File: src/rtl/z80_rom_emu_pkg.sv
// Shared types and the image-content function for the ROM emulator.
// Assumes a 16-bit Z80 address bus and an 8-bit data bus.
package z80_rom_emu_pkg;

    localparam int ADDR_W = 16;
    localparam int DATA_W = 8;
    localparam int OFFS_W = 14;

    // One snapshot of every bus input that crosses into the system clock.
    typedef struct packed {
        logic [ADDR_W-1:0] addr;
        logic [DATA_W-1:0] data;
        logic              mreq_n;
        logic              rd_n;
        logic              wr_n;
        logic              btn_n;
    } bus_sample_t;

    localparam int SAMPLE_W = $bits(bus_sample_t);

    // Computed image byte: stands in for a loaded image, with no storage.
    function automatic logic [DATA_W-1:0] image_byte(
        input logic [DATA_W-1:0] bank,
        input logic [OFFS_W-1:0] offs,
        input logic [DATA_W-1:0] seed
    );
        logic [DATA_W-1:0] lo;
        logic [DATA_W-1:0] hi;
        logic [DATA_W-1:0] key;
        lo  = offs[7:0];
        hi  = {2'b00, offs[13:8]};
        key = 8'(bank * 8'h47) + seed;
        return 8'(lo + hi) ^ key;
    endfunction

endpackage

File: src/rtl/bus_sync.sv
// Two-stage synchroniser for a vector of asynchronous bus inputs.
// Assumes the bus changes slowly against clk, so each bit settles on its own.
module bus_sync #(
    parameter int              WIDTH   = 8,
    parameter logic [WIDTH-1:0] RST_VAL = '0
) (
    input  logic             clk,
    input  logic             rst_n,
    input  logic [WIDTH-1:0] async_i,
    output logic [WIDTH-1:0] sync_o
);

    logic [WIDTH-1:0] stage1_q;
    logic [WIDTH-1:0] stage2_q;

    // Shift the raw inputs through two flops.
    always_ff @(posedge clk) begin
        if (!rst_n) begin
            stage1_q <= RST_VAL;
            stage2_q <= RST_VAL;
        end else begin
            stage1_q <= async_i;
            stage2_q <= stage1_q;
        end
    end

    assign sync_o = stage2_q;

endmodule

File: src/rtl/bank_ctrl.sv
// Holds the active bank. A ROM-region write arms a pending value; once the
// write strobe is high again and no read is running, a valid value commits.
// Assumes all inputs are already synchronised to clk.
module bank_ctrl #(
    parameter int NUM_BANKS = 4,
    localparam int BANK_W   = (NUM_BANKS > 1) ? $clog2(NUM_BANKS) : 1
) (
    input  logic              clk,
    input  logic              rst_n,
    input  logic              wr_hit_i,
    input  logic              wr_n_i,
    input  logic              reading_i,
    input  logic [7:0]        wdata_i,
    output logic [BANK_W-1:0] bank_o
);

    logic [BANK_W-1:0] bank_q;
    logic [7:0]        pend_q;
    logic              armed_q;
    logic              commit;
    logic              in_range;

    assign in_range = (32'(pend_q) < NUM_BANKS);
    assign commit   = armed_q && wr_n_i && !reading_i;

    // Capture write data while the strobe is low; apply it after the strobe ends.
    always_ff @(posedge clk) begin
        if (!rst_n) begin
            bank_q  <= '0;
            pend_q  <= '0;
            armed_q <= 1'b0;
        end else if (wr_hit_i) begin
            pend_q  <= wdata_i;
            armed_q <= 1'b1;
        end else if (commit) begin
            armed_q <= 1'b0;
            if (in_range) begin
                bank_q <= BANK_W'(pend_q);
            end
        end
    end

    assign bank_o = bank_q;

    // an out-of-range commit leaves the bank untouched.
    p_ignore_far_r7: assert property (@(posedge clk) disable iff (!rst_n)
        (commit && !wr_hit_i && (32'(pend_q) >= NUM_BANKS)) |=> $stable(bank_q));

    // no bank change lands while a read is under way.
    p_bank_frozen_in_read_r11: assert property (@(posedge clk) disable iff (!rst_n)
        reading_i |=> $stable(bank_q));

endmodule

File: src/rtl/rom_reader.sv
// Output stage: registers the image byte and the driver enable for a decoded read.
// Assumes the address and the hit flag come from the synchroniser.
module rom_reader #(
    parameter int         BANK_W = 2,
    parameter logic [7:0] SEED   = 8'hA5
) (
    input  logic              clk,
    input  logic              rst_n,
    input  logic              rd_hit_i,
    input  logic [13:0]       offs_i,
    input  logic [BANK_W-1:0] bank_i,
    output logic [7:0]        data_o,
    output logic              oe_o
);
    import z80_rom_emu_pkg::*;

    logic [7:0] data_q;
    logic       oe_q;

    // Register the looked-up byte and the driver enable.
    always_ff @(posedge clk) begin
        if (!rst_n) begin
            data_q <= '0;
            oe_q   <= 1'b0;
        end else begin
            oe_q   <= rd_hit_i;
            data_q <= rd_hit_i ? image_byte(8'(bank_i), offs_i, SEED) : 8'h00;
        end
    end

    assign data_o = data_q;
    assign oe_o   = oe_q;

endmodule

File: src/rtl/reset_gen.sv
// CPU reset control: holds reset for POR_CYCLES after the block reset, and
// whenever the (synchronised) button input is low.
module reset_gen #(
    parameter int POR_CYCLES = 16,
    localparam int CNT_W     = $clog2(POR_CYCLES + 1)
) (
    input  logic clk,
    input  logic rst_n,
    input  logic btn_n_i,
    output logic cpu_rst_n_o
);

    logic [CNT_W-1:0] cnt_q;
    logic             ready;
    logic             cpu_rst_n_q;

    assign ready = (cnt_q == CNT_W'(POR_CYCLES));

    // Count up to the power-up hold time, then stop.
    always_ff @(posedge clk) begin
        if (!rst_n) begin
            cnt_q <= '0;
        end else if (!ready) begin
            cnt_q <= cnt_q + 1'b1;
        end
    end

    // Release the CPU only when ready and the button is not pressed.
    always_ff @(posedge clk) begin
        if (!rst_n) begin
            cpu_rst_n_q <= 1'b0;
        end else begin
            cpu_rst_n_q <= ready && btn_n_i;
        end
    end

    assign cpu_rst_n_o = cpu_rst_n_q;

    // the CPU stays in reset until the hold time has passed.
    p_hold_until_ready_r8: assert property (@(posedge clk) disable iff (!rst_n)
        !ready |=> !cpu_rst_n_o);

    // a pressed button forces the CPU into reset.
    p_button_resets_r9: assert property (@(posedge clk) disable iff (!rst_n)
        !btn_n_i |=> !cpu_rst_n_o);

endmodule

File: src/rtl/z80_rom_emu.sv
// Top level: synchronises the Z80 bus, decodes lower-16K cycles, serves reads
// from the active bank and treats writes as bank-select commands.
// Assumes clk is at least 50 MHz, so 3 clocks of latency meet the 430 ns fetch limit.
module z80_rom_emu #(
    parameter int         NUM_BANKS  = 4,
    parameter int         POR_CYCLES = 16,
    parameter logic [7:0] SEED       = 8'hA5,
    localparam int        BANK_W     = (NUM_BANKS > 1) ? $clog2(NUM_BANKS) : 1
) (
    input  logic        clk,
    input  logic        rst_n,
    input  logic [15:0] addr_i,
    input  logic [7:0]  data_i,
    input  logic        mreq_n_i,
    input  logic        rd_n_i,
    input  logic        wr_n_i,
    input  logic        btn_n_i,
    output logic [7:0]  data_o,
    output logic        data_oe_o,
    output logic        rom_dis_o,
    output logic        cpu_rst_n_o
);
    import z80_rom_emu_pkg::*;

    localparam bus_sample_t IDLE = '{addr: '0, data: '0, mreq_n: 1'b1,
                                     rd_n: 1'b1, wr_n: 1'b1, btn_n: 1'b1};

    bus_sample_t        raw;
    bus_sample_t        smp;
    logic               region;
    logic               rd_hit;
    logic               wr_hit;
    logic [BANK_W-1:0]  bank;

    assign raw = '{addr: addr_i, data: data_i, mreq_n: mreq_n_i,
                   rd_n: rd_n_i, wr_n: wr_n_i, btn_n: btn_n_i};

    bus_sync #(.WIDTH(SAMPLE_W), .RST_VAL(IDLE)) u_sync (
        .clk     (clk),
        .rst_n   (rst_n),
        .async_i (raw),
        .sync_o  (smp)
    );

    // Lower-16K memory cycle decode on the synchronised sample.
    assign region = !smp.mreq_n && !smp.addr[15] && !smp.addr[14];
    assign rd_hit = region && !smp.rd_n;
    assign wr_hit = region && !smp.wr_n;

    bank_ctrl #(.NUM_BANKS(NUM_BANKS)) u_bank (
        .clk       (clk),
        .rst_n     (rst_n),
        .wr_hit_i  (wr_hit),
        .wr_n_i    (smp.wr_n),
        .reading_i (rd_hit || data_oe_o),
        .wdata_i   (smp.data),
        .bank_o    (bank)
    );

    rom_reader #(.BANK_W(BANK_W), .SEED(SEED)) u_reader (
        .clk      (clk),
        .rst_n    (rst_n),
        .rd_hit_i (rd_hit),
        .offs_i   (smp.addr[13:0]),
        .bank_i   (bank),
        .data_o   (data_o),
        .oe_o     (data_oe_o)
    );

    reset_gen #(.POR_CYCLES(POR_CYCLES)) u_rst (
        .clk         (clk),
        .rst_n       (rst_n),
        .btn_n_i     (smp.btn_n),
        .cpu_rst_n_o (cpu_rst_n_o)
    );

    assign rom_dis_o = 1'b1;

    // the driver is enabled only after a full lower-16K read decode.
    p_drive_only_on_read_r2: assert property (@(posedge clk) disable iff (!rst_n)
        data_oe_o |-> $past(!smp.mreq_n && !smp.rd_n && !smp.addr[15] && !smp.addr[14]));

endmodule

File: config.mk
export PLATFORM = sky130hd
export DESIGN_NAME = z80_rom_emu
export DESIGN_NICKNAME = d
export VERILOG_FILES = /design/src/rtl/z80_rom_emu_pkg.sv /design/src/rtl/bus_sync.sv /design/src/rtl/bank_ctrl.sv /design/src/rtl/rom_reader.sv /design/src/rtl/reset_gen.sv /design/src/rtl/z80_rom_emu.sv
export SDC_FILE = /design/constraint.sdc
export NUM_CORES = 1
export LEC_CHECK = 0
export ABC_AREA = 1
export BUFFER_PORTS_ARGS = -buffer_cell sky130_fd_sc_hd__buf_2
export CORE_UTILIZATION = 50
export CTS_CLUSTER_SIZE = 24
export DETAILED_ROUTE_END_ITERATION = 12
export PLACE_DENSITY = 0.71
export SLEW_MARGIN = 20
export SYNTH_ARGS = -nofsm -noshare
export SYNTH_HDL_FRONTEND = slang
export SYNTH_HIERARCHICAL = 1
export SYNTH_SLANG_ARGS = --single-unit
File: constraint.sdc
create_clock -name clk -period 3.7 [get_ports clk]
set_input_delay 0.37 -clock clk [delete_from_list [all_inputs] [get_ports clk]]
set_output_delay 0.37 -clock clk [all_outputs]
set_load 0.005 [all_outputs]
==> metrics.yaml <==
status:
  status: "completed"
timing:
  setup_violations: 0
  period_needed_ns: 1.526
  max_freq_mhz: 655.5
  drv_slew: 0
  layout_setup_ws_ns: 2.174
  tightest_slew_ns: 0.5892
  fin_tns_setup_ns: 0
  relSlewSlack_pct: 60.72
  hold_viol_final: 0
  rsz0062_at_grt: "false"
  skew_ns: 0.007945
  fin_crit_sh_pct: 41.23
yosys:
  yosys.area.top_type: "dfxtp_1"
  syn_area_mm2: 0.003064
  synth_seq_area_share_pct: 53.57
  ys_seq_elements: 82
  yosysUniqueCellTypes: 26
  synth_top_family_by_area: "simple AND/OR/NAND/NOR gates"
  yosysMostFrequentCell: "nand2_1"
  synth_compound_area_share_pct: 4.737
  synthAdderAreaFrac_pct: 5.962
  synth_top_area_share_pct: 53.57
  syn_inst: 374
  async_flop_share_pct: 0
  yosysWarnings: 6
  synth-simple-area-share_pct: 20.42
  synth_top_flop_cell: "dfxtp_1"
  synth_area_leaders: "dfxtp_1 54%, nand2_1 11%, inv_1 9.8%"
  syn-num-nets: 418
  synthXorXnorAreaFrac_pct: 2.287
  synth_edf_count: 0
  synth_common_cells: "87 x nand2_1, 82 x dfxtp_1, 80 x inv_1"
  synth.mux.area_fraction_pct: 0
  syn_area_per_cell_um2: 8.193
layout:
  drive_gt1_share_pct: 16.63
  multi_input_area_mm2: 0.001027
  regArea_mm2: 0.001642
  layout.filler_cells: 520
  antennaDiodeCount: 0
  fin_nets: 460
  areaGrowthSynthToFinish_pct: 14.66
clocking:
  cts_inserted_buffers: 9
  holdBufCountCts: 0
  cts_num_sinks: 82
  clkTransAtPathRegs_ns: 0.08
  cts_resized: 0
  cts-root-buf: "clkbuf_8"
  clock_latency_ns: 0.35
  post-cts-setup-buffers: 0
  cts_tree: "yes"
  clockBufferDepth: 2
  cts_max_level: 3
global_route:
  grt_usage_pct: 16.19
  grt_max_degree: 38
  grt_pass1_vias: 1981
  grt_pass1_wl_um: 7859
  grt.overflow.total: 0
  grt_antenna_before_repair: 0
route:
  routed_wl_um: 4545
  vias_per_cell: 4.375
  route.detailed.wl_per_inst_um: 9.163
  drcViolationCount: 0
  vias: 2170
  ant_nets: 0
  dr.pass1.iters: 4
  drtIter0Drc: 108
pwr:
  irDropWorstVdd_v: 0.0003316
  p_comb_share_pct: 5.1
  seqPwrFrac_pct: 52.1
  powerDensity_mw_per_mm2: 506.6
  clkPwrFrac_pct: 42.7
  swShare_pct: 21.25
  power.net_switching_uw: 378.2
  cellLeakagePower_uw: 0.002020
  p_int_uw: 1402
worst_hold_path:
  hold_depth: 3
  hp-class: "input port to flip-flop"
worst_setup_path:
  rr_worst_depth: 10
  arrival_ns: 1.77
  worstSetupPathType: "flip-flop to flip-flop"
  crit_slowest_cell: "fa_1"
  r2r_setup_slack_ns: 2.17
  worstPathRequired_ns: 3.95
  start_kind: "flip-flop"
  cp.depth: 10
  critPathCaptureType: "flip-flop"
  critPathMaxStageDelay_ns: 0.41
  path_common_cell: "nand2_2"
  path_buf_inv: 0
  cp_max_fo: 3
  path_cells: "ha_1, fa_1, nand2_1, nand2_2, nand2_2, nand2_2, nand2_2, nand2_1, nand2_1, nor2_2"
  critPathTopFamily: "adder cells"
floorplanning:
  boundaryPins: 41
  die_h_um: 80.29
  start_util_pct: 51.75
  coreArea_mm2: 0.005921
  fp-row-count: 28
  fp.dieArea_mm2: 0.006446
  die_x_um: 80.29
job:
  maxCapViolCount: 0
placed_design:
  dpl.hpwl_um: 3058
  placement.io_buffers: 39
  gp_congestion: 0.7804
  dp_worst_setup_slack_ns: 2.078
[sequential cells by signal, summed over array words and instances (netlist names)]
register / cells
u_reader/data_o: 8
u_bank/armed_q: 1
u_bank/pend_q: 8
u_bank/bank_o: 2
u_sync/stage1_q: 28
u_reader/oe_o: 1
u_sync/sync_o: 28
u_rst/cnt_q: 5
u_rst/cpu_rst_n_o: 1
[final cells by class]
class	instances	share of cell area, %
Timing Repair Buffer	40	5.769
Sequential cell	82	46.72
Tap cell	75	2.671
Clock buffer	9	3.526
Multi-Input combinational cell	201	29.24
Clock inverter	7	3.312
Inverter	82	8.761
[routing by layer]
metal / up-vias / routed length, um / track usage (%)
met5: - / 0 / 0
met4: 0 / 136 / 10.89
met2: 57 / 2024 / 25.56
met1: 922 / 2178 / 19.05
li1: 1180 / - / -
met3: 11 / 205 / 4.545
[worst min-delay path, delay by kind of cell]
family / cells / cell delay [ns]
buffers and inverters: 2 / 0.10
AND/OR/NAND/NOR: 1 / 0.04
[power by group through the flow]
stage,Sequential [uW],Combinational (uW),Clock [uW]
2_1_floorplan,946,69.6,0
3_3_place_gp,948,88.4,0
3_5_place_dp,949,90.2,0
4_1_cts,928,91.9,780
5_1_grt,932,106,819
6_report,928,91.0,761
[cells by family (layout without fill, tap and decap cells)]
family,Yosys count,count (layout)
xor gates and xnor gates,8,8
DFF,82,82
other,1,1
AOI/OAI and AO/OA,27,27
adders and majority gates,14,14
and+or+nand+nor,151,151
buffers and inverters,91,138
[path summary, 6_finish.rpt]
check | startpoint | end
setup / recovery | u_sync/sync_o[12] | u_reader/data_o[4]
hold / removal | mreq_n_i | u_sync/stage1_q[3]
setup reg to reg | u_sync/sync_o[12] | u_reader/data_o[4]
hold reg to reg | u_sync/stage1_q[25] | u_sync/sync_o[25]
[cell usage in the layout, fill, tap and decap left out]
| cell | n |
|---|---|
| a21boi_2 | 1 |
| fa_1 | 1 |
| inv_2 | 2 |
| clkinvlp_4 | 1 |
| nor2_2 | 3 |
| bufinv_16 | 3 |
| or2_4 | 1 |
| nand3_1 | 14 |
| inv_6 | 1 |
| nand3_2 | 1 |
| o21ai_2 | 1 |
| o21ai_1 | 4 |
| nand2_1 | 87 |
| buf_2 | 39 |
| a21oi_1 | 14 |
| dfxtp_1 | 82 |
| xnor2_1 | 6 |
| clkinv_2 | 2 |
| buf_4 | 1 |
| conb_1 | 1 |
| nand2_2 | 5 |
| nor3_1 | 1 |
| nand3b_1 | 1 |
| nor2_1 | 36 |
| clkbuf_8 | 9 |
| xor2_1 | 2 |
| o21ai_0 | 7 |
| inv_1 | 80 |
| nand4_1 | 2 |
| ha_1 | 13 |
[through the flow]
step	total power, uW	util (%)	instances	hold slack (ns)	instance area (um2)
CTS	1800	59.34	496	0.1766	3513
finish	1780	59.34	496	0.1879	3513
global placement	1036	55.28	480	0.3870	3273
detailed placement	1039	55.28	480	0.3930	3273
global route	1856	59.34	496	0.1777	3513
floorplan	1015	-	374	0.3795	3064
Note: power is estimated with default switching activity, not from simulation.
